## src/rtl/ffs_pkg.sv

```systemverilog
package ffs_pkg;
    localparam logic [7:0] OPC_FIND_SET = 8'hEA;
    localparam logic [7:0] OPC_FIND_CLR = 8'hEB;

    typedef enum logic [0:0] {
        ST_IDLE = 1'b0,
        ST_DONE = 1'b1
    } ffs_state_t;
endpackage

```

## src/rtl/ffs_field_window.sv

```systemverilog
module ffs_field_window #(
    parameter int DATA_W = 32,
    parameter int POS_W  = 32,
    parameter int SIZE_W = 8
) (
    input  logic [POS_W-1:0]  startpos,
    input  logic [SIZE_W-1:0] size,
    output logic [DATA_W-1:0] mask,
    output logic [POS_W-1:0]  limit_pos,
    output logic              range_err
);
    localparam int EXT_W = POS_W + 1;

    logic [EXT_W-1:0] ext_start;
    logic [EXT_W-1:0] ext_limit;

    assign ext_start = {1'b0, startpos};
    assign ext_limit = ext_start + EXT_W'(size);
    assign limit_pos = ext_limit[POS_W-1:0];

    for (genvar i = 0; i < DATA_W; i++) begin : g_bit
        localparam logic [EXT_W-1:0] BIT_IDX = EXT_W'(i);
        assign mask[i] = (ext_start <= BIT_IDX) && (BIT_IDX < ext_limit);
    end

    always_comb begin
        range_err = (int'(size) > DATA_W) || (ext_limit > EXT_W'(DATA_W));
    end

    always_comb begin
        if (!range_err) begin
            assert_window_width_R3: assert ($countones(mask) == int'(size))
                else $error("field window width differs from size");
        end
    end
endmodule

```

## src/rtl/ffs_low_encoder.sv

```systemverilog
module ffs_low_encoder #(
    parameter int DATA_W = 32,
    parameter int IDX_W  = $clog2(DATA_W)
) (
    input  logic [DATA_W-1:0] hits,
    output logic              found,
    output logic [IDX_W-1:0]  idx
);
    logic [DATA_W-1:0] below;

    always_comb begin
        found = 1'b0;
        idx   = '0;
        for (int i = DATA_W - 1; i >= 0; i--) begin
            if (hits[i]) begin
                found = 1'b1;
                idx   = IDX_W'(i);
            end
        end
        below = hits & ~({DATA_W{1'b1}} << idx);
        if (found) begin
            assert_lowest_hit_R3: assert (hits[idx] && (below == '0))
                else $error("encoder did not report the lowest hit");
        end
    end
endmodule

```

## src/rtl/ffs_unit.sv

```systemverilog
module ffs_unit
    import ffs_pkg::*;
#(
    parameter int DATA_W = 32,
    parameter int POS_W  = 32,
    parameter int SIZE_W = 8
) (
    input  logic              clk,
    input  logic              rst_n,
    input  logic              start,
    input  logic [7:0]        opcode,
    input  logic [POS_W-1:0]  startpos,
    input  logic [SIZE_W-1:0] size,
    input  logic [DATA_W-1:0] base,
    output logic [POS_W-1:0]  findpos,
    output logic              cc_n,
    output logic              cc_z,
    output logic              cc_v,
    output logic              cc_c,
    output logic              fault,
    output logic              done
);
    localparam int IDX_W = $clog2(DATA_W);

    ffs_state_t state_q, state_d;

    logic [DATA_W-1:0] field_mask;
    logic [DATA_W-1:0] search_vec;
    logic [DATA_W-1:0] hits;
    logic [POS_W-1:0]  limit_pos;
    logic [POS_W-1:0]  next_pos;
    logic [IDX_W-1:0]  hit_idx;
    logic              range_err;
    logic              bad_op;
    logic              hit_found;
    logic              req_fault;

    ffs_field_window #(
        .DATA_W (DATA_W),
        .POS_W  (POS_W),
        .SIZE_W (SIZE_W)
    ) i_window (
        .startpos  (startpos),
        .size      (size),
        .mask      (field_mask),
        .limit_pos (limit_pos),
        .range_err (range_err)
    );

    always_comb begin
        bad_op     = (opcode != OPC_FIND_SET) && (opcode != OPC_FIND_CLR);
        search_vec = (opcode == OPC_FIND_CLR) ? ~base : base;
        hits       = search_vec & field_mask;
        req_fault  = bad_op || range_err;
    end

    ffs_low_encoder #(
        .DATA_W (DATA_W),
        .IDX_W  (IDX_W)
    ) i_encoder (
        .hits  (hits),
        .found (hit_found),
        .idx   (hit_idx)
    );

    assign next_pos = hit_found ? POS_W'(hit_idx) : limit_pos;

    // State register
    always_ff @(posedge clk or negedge rst_n) begin
        if (!rst_n) state_q <= ST_IDLE;
        else        state_q <= state_d;
    end

    // Next-state logic
    always_comb begin
        state_d = state_q;
        unique case (state_q)
            ST_IDLE: if (start)  state_d = ST_DONE;
            ST_DONE: if (!start) state_d = ST_IDLE;
            default: state_d = ST_IDLE;
        endcase
    end

    assign done = (state_q == ST_DONE);

    // Result registers
    always_ff @(posedge clk or negedge rst_n) begin
        if (!rst_n) begin
            findpos <= '0;
            cc_n    <= 1'b0;
            cc_z    <= 1'b0;
            cc_v    <= 1'b0;
            cc_c    <= 1'b0;
            fault   <= 1'b0;
        end else if (start) begin
            fault <= req_fault;
            if (!req_fault) begin
                findpos <= next_pos;
                cc_z    <= !hit_found;
                cc_n    <= 1'b0;
                cc_v    <= 1'b0;
                cc_c    <= 1'b0;
            end
        end else begin
            fault <= 1'b0;
        end
    end

    assert_done_follows_start_R8: assert property (@(posedge clk) disable iff (!rst_n)
        start |=> done);
    assert_done_no_extra_R8: assert property (@(posedge clk) disable iff (!rst_n)
        !start |=> !done);
    assert_nvc_clear_R6: assert property (@(posedge clk) disable iff (!rst_n)
        done |-> !(cc_n || cc_v || cc_c));
    assert_fault_with_done_R7: assert property (@(posedge clk) disable iff (!rst_n)
        fault |-> done);
    assert_fault_holds_R7: assert property (@(posedge clk) disable iff (!rst_n)
        fault |-> ($stable(findpos) && $stable(cc_z)));
    assert_notfound_limit_R4: assert property (@(posedge clk) disable iff (!rst_n)
        (start && !req_fault && !hit_found) |=>
            (findpos == POS_W'({1'b0, $past(startpos)} + (POS_W+1)'($past(size)))));
endmodule

```

## config.mk

```make
export PLATFORM = sky130hd
export DESIGN_NAME = ffs_unit
export DESIGN_NICKNAME = d
export VERILOG_FILES = /design/src/rtl/ffs_pkg.sv /design/src/rtl/ffs_field_window.sv /design/src/rtl/ffs_low_encoder.sv /design/src/rtl/ffs_unit.sv
export SDC_FILE = /design/constraint.sdc
export NUM_CORES = 1
export LEC_CHECK = 0
export BUFFER_PORTS_ARGS = -buffer_cell sky130_fd_sc_hd__buf_2
export CAP_MARGIN = 0
export CORE_MARGIN = 8
export CORE_UTILIZATION = 45
export DETAILED_ROUTE_END_ITERATION = 8
export PLACE_DENSITY = 0.74
export SLEW_MARGIN = 15
export SYNTH_ARGS = -nofsm -noshare
export SYNTH_HDL_FRONTEND = slang
export SYNTH_SLANG_ARGS = --single-unit
```

## constraint.sdc

```tcl
create_clock -name clk -period 0.8 [get_ports clk]
set_clock_uncertainty 0.1 [all_clocks]
set_input_delay 0.16 -clock clk [delete_from_list [all_inputs] [get_ports clk]]
set_output_delay 0.16 -clock clk [all_outputs]
set_load 0.01 [all_outputs]
```

Word level (Yosys, flattened, before mapping)
Cells that the tools add are included.
- muxes and demuxes: 68
- $add $sub $neg: 1
- $lt $le $gt $ge: 66
- reduce and logical (&&, ||, !) cells: 37
- eq/ne operators: 3
- bitwise logic cells: 3
- operators by type and width (operator ; count):
    $lt 5x33->1 const A ; 16
    $le 32x5->1 const B ; 16
    $lt 4x33->1 const A ; 8
    $le 32x4->1 const B ; 8
    $mux 5 ; 32
    $lt 3x33->1 const A ; 4
    $le 32x3->1 const B ; 4
    $lt 1x33->1 const A ; 2
    $lt 2x33->1 const A ; 2
    $le 32x1->1 const B ; 2
    $le 32x2->1 const B ; 2
    $mux 32 ; 2
    $mux 1 ; 34
    $add 32x8->33 ; 1
    $gt 33x6->1 const B ; 1
    $logic_and 1x1->1 ; 33
    $and 32x32->32 ; 1
    $not 32->32 ; 1
    $ne 8x8->1 const B ; 2
    $eq 8x8->1 const B ; 1
    $gt 8x6->1 const B ; 1
    $logic_or 1x1->1 ; 2
    $reduce_and 2->1 ; 1
    $logic_not 1->1 ; 1
    $not 1->1 ; 1
- logic and storage cells: 182
- bits in registers: 35
- output and inout bits: 38
- input port bits: 83

Depth between registers and ports, before layout
- depth after elaboration: 37
- mapped depth: 18
- depth with buffers taken out: 15

Modules after synthesis
Synthesis repeated with hierarchy kept, for this count alone.
- cell total of the unflattened synthesis: 638
- area total of the unflattened synthesis: 4907.2 µm²
- modules (own cells, without submodules) (module ; sequential area each (µm²) ; cells an instance ; area each (µm²) ; instances):
    ffs_unit ; 875.8 ; 227 ; 2379.8 ; 1
    ffs_field_window ; 0.0 ; 346 ; 2157.1 ; 1
    ffs_low_encoder ; 0.0 ; 65 ; 370.4 ; 1

Least setup slack after synthesis
No wires, ideal clock.
- path kind: input port to flip-flop
- start point: in startpos[2]
- end point: reg findpos[1]
- data required time: 0.568 ns
- buffers on the path: 2
- stages: 16
- slack: -3.385 ns
- arrival: 3.953 ns
- setup time: 0.132 ns
- path through: ha_1 o211ai_1 or3_1 buf_2 and2_1 or3_1 xnor2_1 nor4_2 and4_1 buf_4 a21oi_2 or4_4 or4_4 and3_4 a221oi_2 a21oi_1
- word-level cells in the longest chain between the ends: 37
- elaborated cells between the ends (all ways): 168
- those cells by class: add/sub: 1; order compare: 65; mux: 65; bitwise: 2; reduce/logical: 35
- ends and longest elaborated chain (what ; RTL line ; source):
    start, declared ; ffs_unit.sv:12 ; input logic [POS_W-1:0] startpos,
    $add 32x8->33 ; ffs_field_window.sv:18 ; assign ext_limit = ext_start + EXT_W'(size);
    $lt 5x33->1 ; ffs_field_window.sv:23 ; assign mask[i] = (ext_start <= BIT_IDX) && (BIT_IDX < ext_limit);
    $logic_and 1x1->1 ; ffs_field_window.sv:23 ;
    $and 32x32->32 ; ffs_unit.sv:53 ; hits = search_vec & field_mask;
    $mux 5 / $mux 1 (equally long branches) (32 in series) ; ffs_low_encoder.sv:15 ; if (hits[i]) begin
    $mux 32 ; ffs_unit.sv:66 ; assign next_pos = hit_found ? POS_W'(hit_idx) : limit_pos;
    end signal, assigned ; ffs_unit.sv:98 ; findpos <= next_pos;
    end, declared ; ffs_unit.sv:15 ; output logic [POS_W-1:0] findpos,
Parallel ways exist; a longest one is shown, timed or not.
A chain may end at the register's enable or synchronous reset.

Worst setup path after layout
- start point: in startpos[6]
- end point: reg findpos[0]
The elaborated chain is that of the path after synthesis.

==> Flow_metrics.wiki <==
{| class="wikitable"
! Metric !! Value
|-
| GR Overflow Total || 0
|-
| Maximum number of pins on one net before global-route repair || 29
|-
| CORE AREA || 0.00973 mm²
|-
| Wire length of the first global-routing pass || about 32000 µm
|-
| H-tree depth || 2
|-
| Full die area || between 0.01 and 0.015 mm²
|-
| Violated checks || setup timing
|-
| Unrepaired setup endpoints after global routing || true
|-
| Final nets || around 1.1k
|-
| Mean number of vias per cell || 6.33
|-
| Initial antenna violation count || 0
|-
| Signal arrival time at the worst endpoint || about 4600 ps
|-
| Final hold violations || 0
|-
| Kind of capture point of the worst setup path || flop
|-
| Power per cell area || slightly above 800 mW/mm²
|-
| Clk slew on worst S/H paths || roughly 80 ps
|-
| Max-slew headroom at the worst pin || 0.576
|-
| Largest buffer count on any clock path || 2
|-
| Cell depth of the worst hold path || 2
|-
| Worst-path fanout max || 8
|-
| DRC violation total after the first TritonRoute iteration || between 800 and 900
|-
| Classification of the worst setup path || primary input to flop
|-
| Maximum frequency from static timing analysis || between 200 and 250 MHz
|-
| Worst slew pin tran || between 600 and 700 ps
|-
| Post-synthesis cell type count || 83
|-
| GRT Overall Usage || 0.294
|-
| Type of the tightest min-delay check || primary input to flop
|-
| Post-detailed-placement half-perimeter wirelength || between 15000 and 20000 µm
|-
| Sequential share of the synthesized area || 0.194
|-
| Share of cells above drive strength 1 || 0.512
|-
| Top cells by instance count after synthesis || nand2_1 (50), nor2_1 (48), a21oi_1 (38)
|-
| Setup crit start kind || primary input
|-
| VDD IR-drop max || between 0.8 and 0.9 mV
|-
| CTS tree || built
|-
| Reg2Reg Depth || 4
|-
| Min Tclk post-route || between 4000 and 5000 ps
|-
| Placement Cell Area || 0.00696 mm²
|-
| Synth-to-layout area growth || 78.9%
|-
| Setup violators final || 70
|-
| Post-Syn Area per Cell || approximately 7.5 µm²
|-
| GP Congestion || between 0.9 and 1
|-
| Die Y || ~120 µm
|-
| DR pass1 iterations || 7
|-
| CTS buffer count || 5
|-
| Placement Rows || 36
|-
| Primary FF master, synth || dfrtp_1
|-
| Residual DRC count || 0
|-
| Routed wirelength normalized by instance count || 21.9 µm
|-
| Post-synthesis instance area || between 0.004 and 0.005 mm²
|-
| Number of global-route vias before repair || around 6.5k
|-
| Routed via count || ~7.0k
|-
| Routed WL || around 24000 µm
|-
| Worst-skew pair later-pin latency || about 290 ps
|-
| Endpoint required time on the critical path || just under 900 ps
|-
| Number of buffer cells added on primary ports || between 100 and 150
|-
| Ports placed on the boundary || between 100 and 150
|-
| Clock tree sinks || 35
|-
| Post-layout worst setup margin || -3700 ps
|-
| Clock root buffer || clkbuf_8
|-
| Utilization of the core after routing || 0.828
|-
| Post-Route Hold Slack || 99.3 ps
|-
| Crit share post-route || 5.62
|-
| Final count of pins violating max slew || 0
|-
| Most common cell in the netlist || nand2_1
|-
| Area share of the largest cell type after synthesis || 0.194
|-
| Fillers || 583
|-
| Status || finished with violations
|-
| Number of instances in the synthesized netlist || 600
|-
| Fraction of registers with async set or reset after synthesis || 1.00
|-
| Number of warnings printed during yosys synthesis || 0
|-
| Largest cells by area after synthesis || dfrtp_1 (19%), xnor2_1 (5.8%), and2_1 (5.0%)
|-
| Final std cell area, no fill || roughly 0.008 mm²
|-
| Die W || 116 µm
|-
| Flops & latches, synth || 35
|-
| Number of maximum-capacitance violations || 0
|-
| Remaining antenna violation count || 0
|-
| Leakage power summed over all cells || around 0.0038 µW
|-
| Count of flip-flops with a built-in enable after synthesis || 0
|-
| Post-synth top area cell || dfrtp_1
|-
| Starting utilization of the core area || 0.463
|}
[sequential cells by signal, indices dropped and copies added (netlist names)]
register	count
cc_z	1
done	1
fault	1
findpos	32
[what timing repair did]
action,in CTS,in global routing
gates cloned,1,4
resized for setup,29,91
endpoints found under the setup margin,69,97
setup buffers,14,34
hold endpoints to repair,36,0
pin swaps,19,34
hold buffers,2,0
[area by class of cell]
type	instances	area, µm²	share of cell area
antenna	1	2.50	0.000311
clock buffer	6	72.6	0.00901
inverter	6	22.5	0.00280
clock inverter	2	12.5	0.00155
timing repair buffer	401	3050	0.379
multi-input combinational	525	3850	0.478
tap	133	166	0.0207
sequential	35	876	0.109
[worst max-delay path, cell delays in order]
cell and delay, ps:
buf_2 110, ha_1 320, nand3_2 120, or3_1 330
buf_6 170, a211oi_2 330, nor4b_1 430, or3_1 200
and4bb_2 290, nand4_1 210, buf_4 220, bufbuf_16 270
o211a_1 210, o221ai_2 160, a2111oi_1 110, buf_4 140
o2111a_1 250, mux2_4 270, mux2_2 260
[logic make-up after synthesis]
family	Yosys count	synth area share
AND/OR/NAND/NOR	268	0.328
AO/OA/AOI/OAI	203	0.325
buffers and inverters	42	0.0408
XOR/XNOR	35	0.0681
flip-flops	35	0.194
adder cells (fa/ha/maj)	9	0.0267
multiplexers	7	0.0161
other	1	0.000833
[power breakdown]
| part | leakage (µW) | internal, µW | switching, µW |
|---|---|---|---|
| sequential | 0.000479 | 1770 | 3.02 |
| combinational | 0.00328 | 1640 | 1800 |
| clock | 0.0000412 | 609 | 682 |
[layer usage]
| layer | global-route usage | wire, µm | vias to the layer above |
|---|---|---|---|
| met5 | 0 | 0 | - |
| met2 | 0.496 | 11300 | 578 |
| met3 | 0.0558 | 2320 | 150 |
| met4 | 0.127 | 1440 | 0 |
| li1 | - | - | 3061 |
| met1 | 0.357 | 9200 | 3235 |
[stage by stage]
| stage | setup WS [ps] | instances | power [µW] | TNS (ps) |
|---|---|---|---|---|
| after floorplan | -3150 | 602 | 2960 | -72730 |
| after global placement | -3500 | 1048 | 4520 | -89180 |
| after detailed placement | -3660 | 1048 | 4580 | -91430 |
| after CTS | -3290 | 1073 | 5930 | -84360 |
| after global routing | -3750 | 1108 | 6750 | -100690 |
| final | -3700 | 1109 | 6500 | -99340 |
[cells in the final DEF (no fill, tap or decap), types with 4 or more instances in the layout]
cell,n
buf_12,7
clkbuf_8,5
or2_2,7
o21ai_1,5
or3_1,11
o22ai_1,8
nand2_1,49
a211oi_2,5
o41ai_1,4
buf_2,99
nand4b_1,5
and2_1,10
nand4_1,13
xnor2_1,28
and2_4,26
a211o_1,5
inv_1,6
a221oi_1,4
o21a_1,5
dfrtp_1,35
nand3_1,20
buf_4,259
o21ai_0,30
nor4_1,12
nor3_1,17
and4_1,5
a31oi_1,5
xor2_1,5
ha_4,6
a21oi_2,5
o211a_1,5
a21oi_1,35
buf_6,26
a21o_1,7
and3_1,7
o211ai_1,7
nor2_1,45
a211oi_1,12
o31ai_1,8
mux2i_1,5
[path summary, 6_finish.rpt]
check / startpoint / slack (ps) / end
setup reg to reg: findpos[3]$_DFFE_PN0P_ / -240 / findpos[3]$_DFFE_PN0P_
max in group asynchronous: rst_n / 40 / done$_DFF_PN0_
min in group asynchronous: rst_n / 170 / findpos[21]$_DFFE_PN0P_
hold / removal: start / 100 / fault$_DFF_PN0_
hold reg to reg: findpos[16]$_DFFE_PN0P_ / 420 / findpos[16]$_DFFE_PN0P_
setup / recovery: startpos[6] / -3700 / findpos[0]$_DFFE_PN0P_
Power figures use the tool's default switching activity.
